===== src/rtl/add16_exec.sv =====
module add16_exec #(
  parameter int XLEN = 16,
  parameter int NREG = 8
) (
  input  logic                    clk,
  input  logic                    rst,
  input  logic                    issue,
  input  logic [XLEN-1:0]         instr,
  input  logic [$clog2(NREG)-1:0] rd_addr,
  output logic [XLEN-1:0]         rd_data,
  output logic [3:0]              flags_nzvc,
  output logic                    illegal
);
  localparam int AW = $clog2(NREG);
  localparam int HB = XLEN / 2;

  logic [XLEN-1:0] rf [NREG];
  logic [3:0]      flg;

  logic op_tri, op_lo, op_hi, legal;
  logic [AW-1:0] dst, src1, src2;
  logic [HB-1:0] imm;
  logic [XLEN-1:0] dst_val, s1_val, s2_val, opa, opb, res;
  logic [XLEN:0]   sum;
  logic v_new, c_new;

  assign op_tri = (instr[15:11] == 5'b00011) && (instr[1:0] == 2'b10);
  assign op_lo  = (instr[15:11] == 5'b11100);
  assign op_hi  = (instr[15:11] == 5'b11101);
  assign legal  = op_tri | op_lo | op_hi;
  assign illegal = issue & ~legal;

  assign dst  = instr[10:8];
  assign src1 = instr[7:5];
  assign src2 = instr[4:2];
  assign imm  = instr[HB-1:0];

  assign dst_val = (dst  == '0) ? '0 : rf[dst];
  assign s1_val  = (src1 == '0) ? '0 : rf[src1];
  assign s2_val  = (src2 == '0) ? '0 : rf[src2];
  assign rd_data = (rd_addr == '0) ? '0 : rf[rd_addr];

  always_comb begin
    if (op_tri) begin
      opa = s1_val;
      opb = s2_val;
    end else if (op_lo) begin
      opa = dst_val;
      opb = {{HB{1'b0}}, imm};
    end else begin
      opa = dst_val;
      opb = {imm, {HB{1'b0}}};
    end
  end

  assign sum   = {1'b0, opa} + {1'b0, opb};
  assign res   = sum[XLEN-1:0];
  assign v_new = (opa[XLEN-1] & opb[XLEN-1] & ~res[XLEN-1]) |
                 (~opa[XLEN-1] & ~opb[XLEN-1] & res[XLEN-1]);
  assign c_new = (opa[XLEN-1] & opb[XLEN-1]) | (opa[XLEN-1] & ~res[XLEN-1]) |
                 (opb[XLEN-1] & ~res[XLEN-1]);

  always_ff @(posedge clk) begin
    if (rst) begin
      for (int i = 0; i < NREG; i++) rf[i] <= '0;
      flg <= '0;
    end else if (issue && legal) begin
      if (dst != '0) rf[dst] <= res;
      flg <= {res[XLEN-1], (res == '0), v_new, c_new};
    end
  end

  assign flags_nzvc = flg;
endmodule



===== config.mk =====
export PLATFORM = sky130hd
export DESIGN_NAME = add16_exec
export DESIGN_NICKNAME = d
export VERILOG_FILES = /design/src/rtl/add16_exec.sv
export SDC_FILE = /design/constraint.sdc
export NUM_CORES = 1
export LEC_CHECK = 0
export BUFFER_PORTS_ARGS = -buffer_cell sky130_fd_sc_hd__buf_4
export CORE_MARGIN = 2
export CORE_UTILIZATION = 40
export DETAILED_ROUTE_END_ITERATION = 12
export GPL_TIMING_DRIVEN = 0
export SLEW_MARGIN = 15
export SYNTH_ARGS = -nofsm -noshare
export SYNTH_HDL_FRONTEND = slang
export SYNTH_SLANG_ARGS = --single-unit

===== constraint.sdc =====
create_clock -name clk -period 8.4 [get_ports clk]
set_input_delay 1.26 -clock clk [delete_from_list [all_inputs] [get_ports clk]]
set_output_delay 1.26 -clock clk [all_outputs]
set_load 0.01 [all_outputs]

== Word level (Yosys, flattened, before mapping) ==
Memories as Yosys holds them, arrays and structs flattened.
Cells that the tools add are included.
Storage, ports and cells
  memories kept: 1
  output and inout port bits: 21
  register bits: 4
  memory bits (writable): 128
  input bits: 22
  ROM bits: 0
  latch bits: 0
Memory list
  rf: depth 8, width 16, read ports 4, clocked after memory_dff 0, wr ports 8, RTL line 17  | logic [XLEN-1:0] rf [NREG];
Cells by class
  bitwise gates (word level): 16
  multiplexer cells: 16
  $add $sub $neg: 1
  reductions and logical operators: 9
  div/mod/pow operators: 0
  $mul: 0
  shift operators: 0
  magnitude comparators: 0
  eq/ne operators: 4
Operators by type and width (number)
  $mux 16: 8
  $add 16x16->16: 1
  $logic_not 16->1: 1
  $reduce_or 16->1: 1
  $logic_not 3->1: 4
  $eq 5x5->1 const B: 2
  $and 1x1->1: 7
  $mux 1: 7
  $eq 5x2->1 const B: 1
  $or 1x1->1: 5
  $not 1->1: 4
  $mux 3: 1
  $reduce_bool 3->1: 1
  $eq 2x2->1 const B: 1
  $logic_and 1x1->1: 2

== Longest topological paths before layout ==
  depth after elaboration: 10
  gate-level depth with buffers: 25

== Least setup slack after synthesis ==
No wires, ideal clock.
  kind: input to register
  start point: input port instr[2]
  end point: register flg[2] (netlist: flags_nzvc[2])
  setup slack: 2.640 ns
  data arrival time: 5.676 ns
  library setup time: 0.084 ns
  stages on the path: 23
  path through: clkbuf_1 buf_2 mux2_2 a221o_1 o21ai_0 o21ai_0 ha_1 nand3_1 o211ai_2 nand2_1 a41oi_1 o41ai_2 o21bai_1 a21oi_1 fa_1 buf_1 nand3_1 nor2_1 and3_1 nand4_1 and4b_1 nand4_1 o31ai_2
On the way
  word-level cells in the longest chain between the ends: 5
RTL lines
  start, declared: RTL line 8  | input logic [XLEN-1:0] instr,
  $mem_v2 8x16 or $logic_not 3->1 (tied branches)
  $mux 16: RTL line 40  | assign s2_val = (src2 == '0) ? '0 : rf[src2];
  $mux 16 (*): RTL line 44  | if (op_tri) begin
  $add 16x16->16 (*): RTL line 56  | assign sum = {1'b0, opa} + {1'b0, opb};
  $logic_not 16->1 (*): RTL line 69  | flg <= {res[XLEN-1], (res == '0), v_new, c_new};
  end signal, assigned: RTL line 69
  end, declared: RTL line 18  | logic [3:0] flg;
Mark *: on every way between the ends. The rest lies on a longest branch, timed or not.
A chain may end at the register's enable or synchronous reset.

== Worst setup path in the final report ==
  start point: input port instr[7]
  end point: register flg[2] (netlist: flags_nzvc[2])
On the way
  word-level cells in the longest chain between the ends: 5
RTL lines
  $mem_v2 8x16 or $logic_not 3->1 (tied branches)
  $mux 16: RTL line 39  | assign s1_val = (src1 == '0) ? '0 : rf[src1];
  $mux 16: RTL line 44
  $add 16x16->16 (*): RTL line 56
  $logic_not 16->1 (*): RTL line 69
Marked as above.

==> results.py <==
metrics = {
    "logic_synthesis": {
        "synth_area_per_cell_um2": 10.78,
        "synthSimpleGateAreaFrac_pct": 11.79,
        "yosys_warnings": 0,
        "synth_xor_area_share_pct": 1.763,
        "syn_area_mm2": 0.008800,
        "synth_top_family_by_area": "multiplexers",
        "seq_area_frac_synth_pct": 39.13,
        "synth_area_leaders": "edfxtp_1, mux4_2, mux2_2",
        "synth_compound_area_share_pct": 15.43,
        "syn_inst": 816,
        "synth_edf_count": 112,
        "synth_seq_cells": 116,
        "yosys-mux-area-fraction_pct": 24.46,
        "yosys.area.top_type": "edfxtp_1",
        "ys_types": 60,
        "synth_nets": 857,
        "async_flop_share_pct": 0,
        "synth_ff_type": "edfxtp_1",
        "yosysTopAreaCellShare_pct": 38.22,
        "synth_fa_ha_area_share_pct": 2.872,
    },
    "routing": {
        "avgViaCountPerCell": 6.635,
        "vias": 7710,
        "drc": 0,
        "routedWlPerCell_um": 28.46,
        "drtAntennaViolNets": 0,
        "drt_wl_total_um": 33070,
        "firstDrtPassIters": 8,
        "detail_route.iter0.violations": 1279,
    },
    "final_layout": {
        "area_growth_pct": 13.27,
        "nets": 910,
        "antenna-diode-count": 0,
        "drive_gt1_share_pct": 23.58,
        "fillers": 2059,
        "post-route-util_pct": 45.96,
    },
    "clocking": {
        "cts_tree": "done",
        "htree_levels": 4,
        "path_clk_slew_ns": 0.06,
        "clockRootBuffer": "clkbuf_16",
        "clk_latency_ns": 0.42,
        "clock-sinks": 116,
        "cts_max_path_buffers": 2,
        "cts_buffers": 17,
        "cts_setup_buffers": 0,
        "holdBufCountCts": 0,
        "ctsResizeCount": 0,
    },
    "sta": {
        "hold_viol_final": 0,
        "setup_tns_ns": 0,
        "worstMarginPinSlew_ns": 1.169,
        "finClkSkew_ns": 0.009048,
        "max-slew-margin-rel_pct": 22.10,
        "fmax_ghz": 0.1411,
        "fin_crit_ns": 7.087,
        "report.final.slew_viol_count": 0,
        "rsz0062_at_grt": "false",
        "setup_viol_count_final": 0,
        "fin_crit_sh_pct": 84.37,
    },
    "floorplan": {
        "rows": 54,
        "coreArea_mm2": 0.02169,
        "dieArea_mm2": 0.02320,
        "fp.dieH_um": 152.3,
        "die_w_um": 152.3,
        "ios": 43,
        "initial_core_util_pct": 40.57,
    },
    "place": {
        "dp_hpwl_um": 22340,
        "gp_congestion": 0.9924,
        "place.port_buffers": 33,
    },
    "worst_setup_path": {
        "crit_fanout": 10,
        "r2r_cells": 21,
        "critPathRequiredTime_ns": 8.74,
        "crit_type": "in -> reg",
        "cp-startpoint": "instr[7]",
        "r2r_end": "flags_nzvc[2]",
        "critPathLaunchType": "primary input",
        "cp.arrival_ns": 7.43,
        "r2r-start": "rf[7][1]",
        "ff2ff_setup_slack_ns": 2.97,
        "crit_path_end": "flags_nzvc[2]",
        "end_kind": "flop",
    },
    "pwr": {
        "leakagePower_nw": 3.542,
        "p_per_area_mw_per_mm2": 173.2,
        "ir_drop_uv": 154.6,
    },
    "grt": {
        "grt_pass1_vias": 7513,
        "antenna_found_initial": 0,
        "grt_use_total_pct": 28.16,
        "grt_max_degree": 17,
        "grt_overflow": 0,
        "grt_pass1_wl_um": 48080,
    },
    "status": {
        "status": "finished, final reports clean",
    },
    "hold_path": {
        "min_path_type": "reg -> reg",
        "min_from": "flags_nzvc[0]",
    },
    "run": {
        "cap_violations": 0,
    },
}
[sequential cells by signal (all words and copies together), names as in the netlist]
| signal | count |
|---|---|
| rf | 112 |
| flags_nzvc | 4 |
[logic make-up after synthesis]
kind of cell | after synthesis
flip-flops | 116
adder cells (fa/ha/maj) | 19
AO/OA/AOI/OAI | 199
multiplexers | 129
XOR/XNOR | 13
AND/OR/NAND/NOR | 237
buffers and inverters | 103
[critical path, stage by stage]
cell	delay [ns]
clkbuf_1	0.46
nor2b_1	0.68
clkbuf_1	0.64
a22oi_1	0.20
o21ai_0	0.23
nand2_1	0.07
o21ai_0	0.12
ha_1	0.34
a21oi_1	0.15
nor2b_1	0.06
o21ai_1	0.15
a41oi_1	0.20
o41ai_2	0.39
o21bai_1	0.11
a21oi_1	0.40
fa_1	0.22
buf_1	0.52
nand3_1	0.15
nor2_1	0.11
and3_1	0.18
nand4_1	0.12
and4b_1	0.32
nand4_1	0.12
o31ai_2	0.19
[synth_stat cells, drive strengths merged (2+ instances only)]
master    n
nor2    144
edfxtp  112
a21oi    64
mux4     64
clkbuf   50
mux2     48
nand2    44
o21ai    41
inv      32
a221oi   29
buf      20
ha       17
mux2i    17
a211oi   16
a22oi    13
o31ai    12
nand3    11
nand2b    9
xnor2     7
nor2b     6
xor2      6
a221o     4
dfxtp     4
nor3      4
o21a      4
o21bai    4
and3      3
nand3b    3
nand4     3
nand4b    3
o211ai    3
a22o      2
a31oi     2
and4b     2
fa        2
nor4      2
[area by class of cell]
type / count / area [um2] / share of cell area, %
clock buffers: 28 / 526.8 / 5.285
flip-flops and latches: 116 / 3443 / 34.55
multi-input cells: 597 / 4960 / 49.76
inverters: 33 / 123.9 / 1.243
repair buffers: 34 / 262.8 / 2.636
clock inverters: 4 / 22.52 / 0.2260
plain buffers: 70 / 277.8 / 2.787
well taps: 280 / 350.3 / 3.515
[layer usage]
| layer | track usage [%] | wire (um) |
|---|---|---|
| met1 | 37.15 | 12440 |
| met2 | 42.96 | 14820 |
| met3 | 7.708 | 4247 |
| met4 | 13.89 | 1561 |
| met5 | 0 | 0 |
[stage by stage]
step / total power [mW] / instances / hold slack (ns) / setup WS, ns / cell area, um2
floorplan: 0.9135 / 816 / 0.5203 / 2.640 / 8800
global placement: 1.035 / 1129 / 0.4695 / 1.098 / 9398
detailed placement: 1.037 / 1129 / 0.4815 / 1.076 / 9398
CTS: 1.711 / 1161 / 0.4947 / 1.494 / 9947
global route: 1.767 / 1162 / 0.5160 / 0.9789 / 9967
finish: 1.726 / 1162 / 0.4880 / 1.313 / 9967
[layout by cell type, fill, tap and decap left out, drive strengths merged, types with 11 or more instances in the layout]
master and n:
ha 17, nor2 144, a21oi 64, o31ai 12, nand2 44, a211oi 16
a22oi 13, mux4 64, inv 32, mux2 48, o21ai 41, a221oi 29
clkbuf 78, buf 54, mux2i 17, edfxtp 112, nand3 11
[worst min path at each step]
stage,slack (ns),end,depth (start not counted)
finish,0.49,flags_nzvc[0],2
global route,0.52,flags_nzvc[3],2
CTS,0.49,flags_nzvc[0],2
detailed placement,0.48,flags_nzvc[0],2
global placement,0.47,flags_nzvc[1],2
floorplan,0.52,flags_nzvc[2],2
[where the power goes]
part / internal, mW / switching, mW / total (mW) / leakage, nW
sequential: 0.654 / 0.0226 / 0.677 / 1.19
combinational: 0.135 / 0.226 / 0.361 / 2.08
clock: 0.423 / 0.265 / 0.688 / 0.270
(Power assumes the default switching activity.)
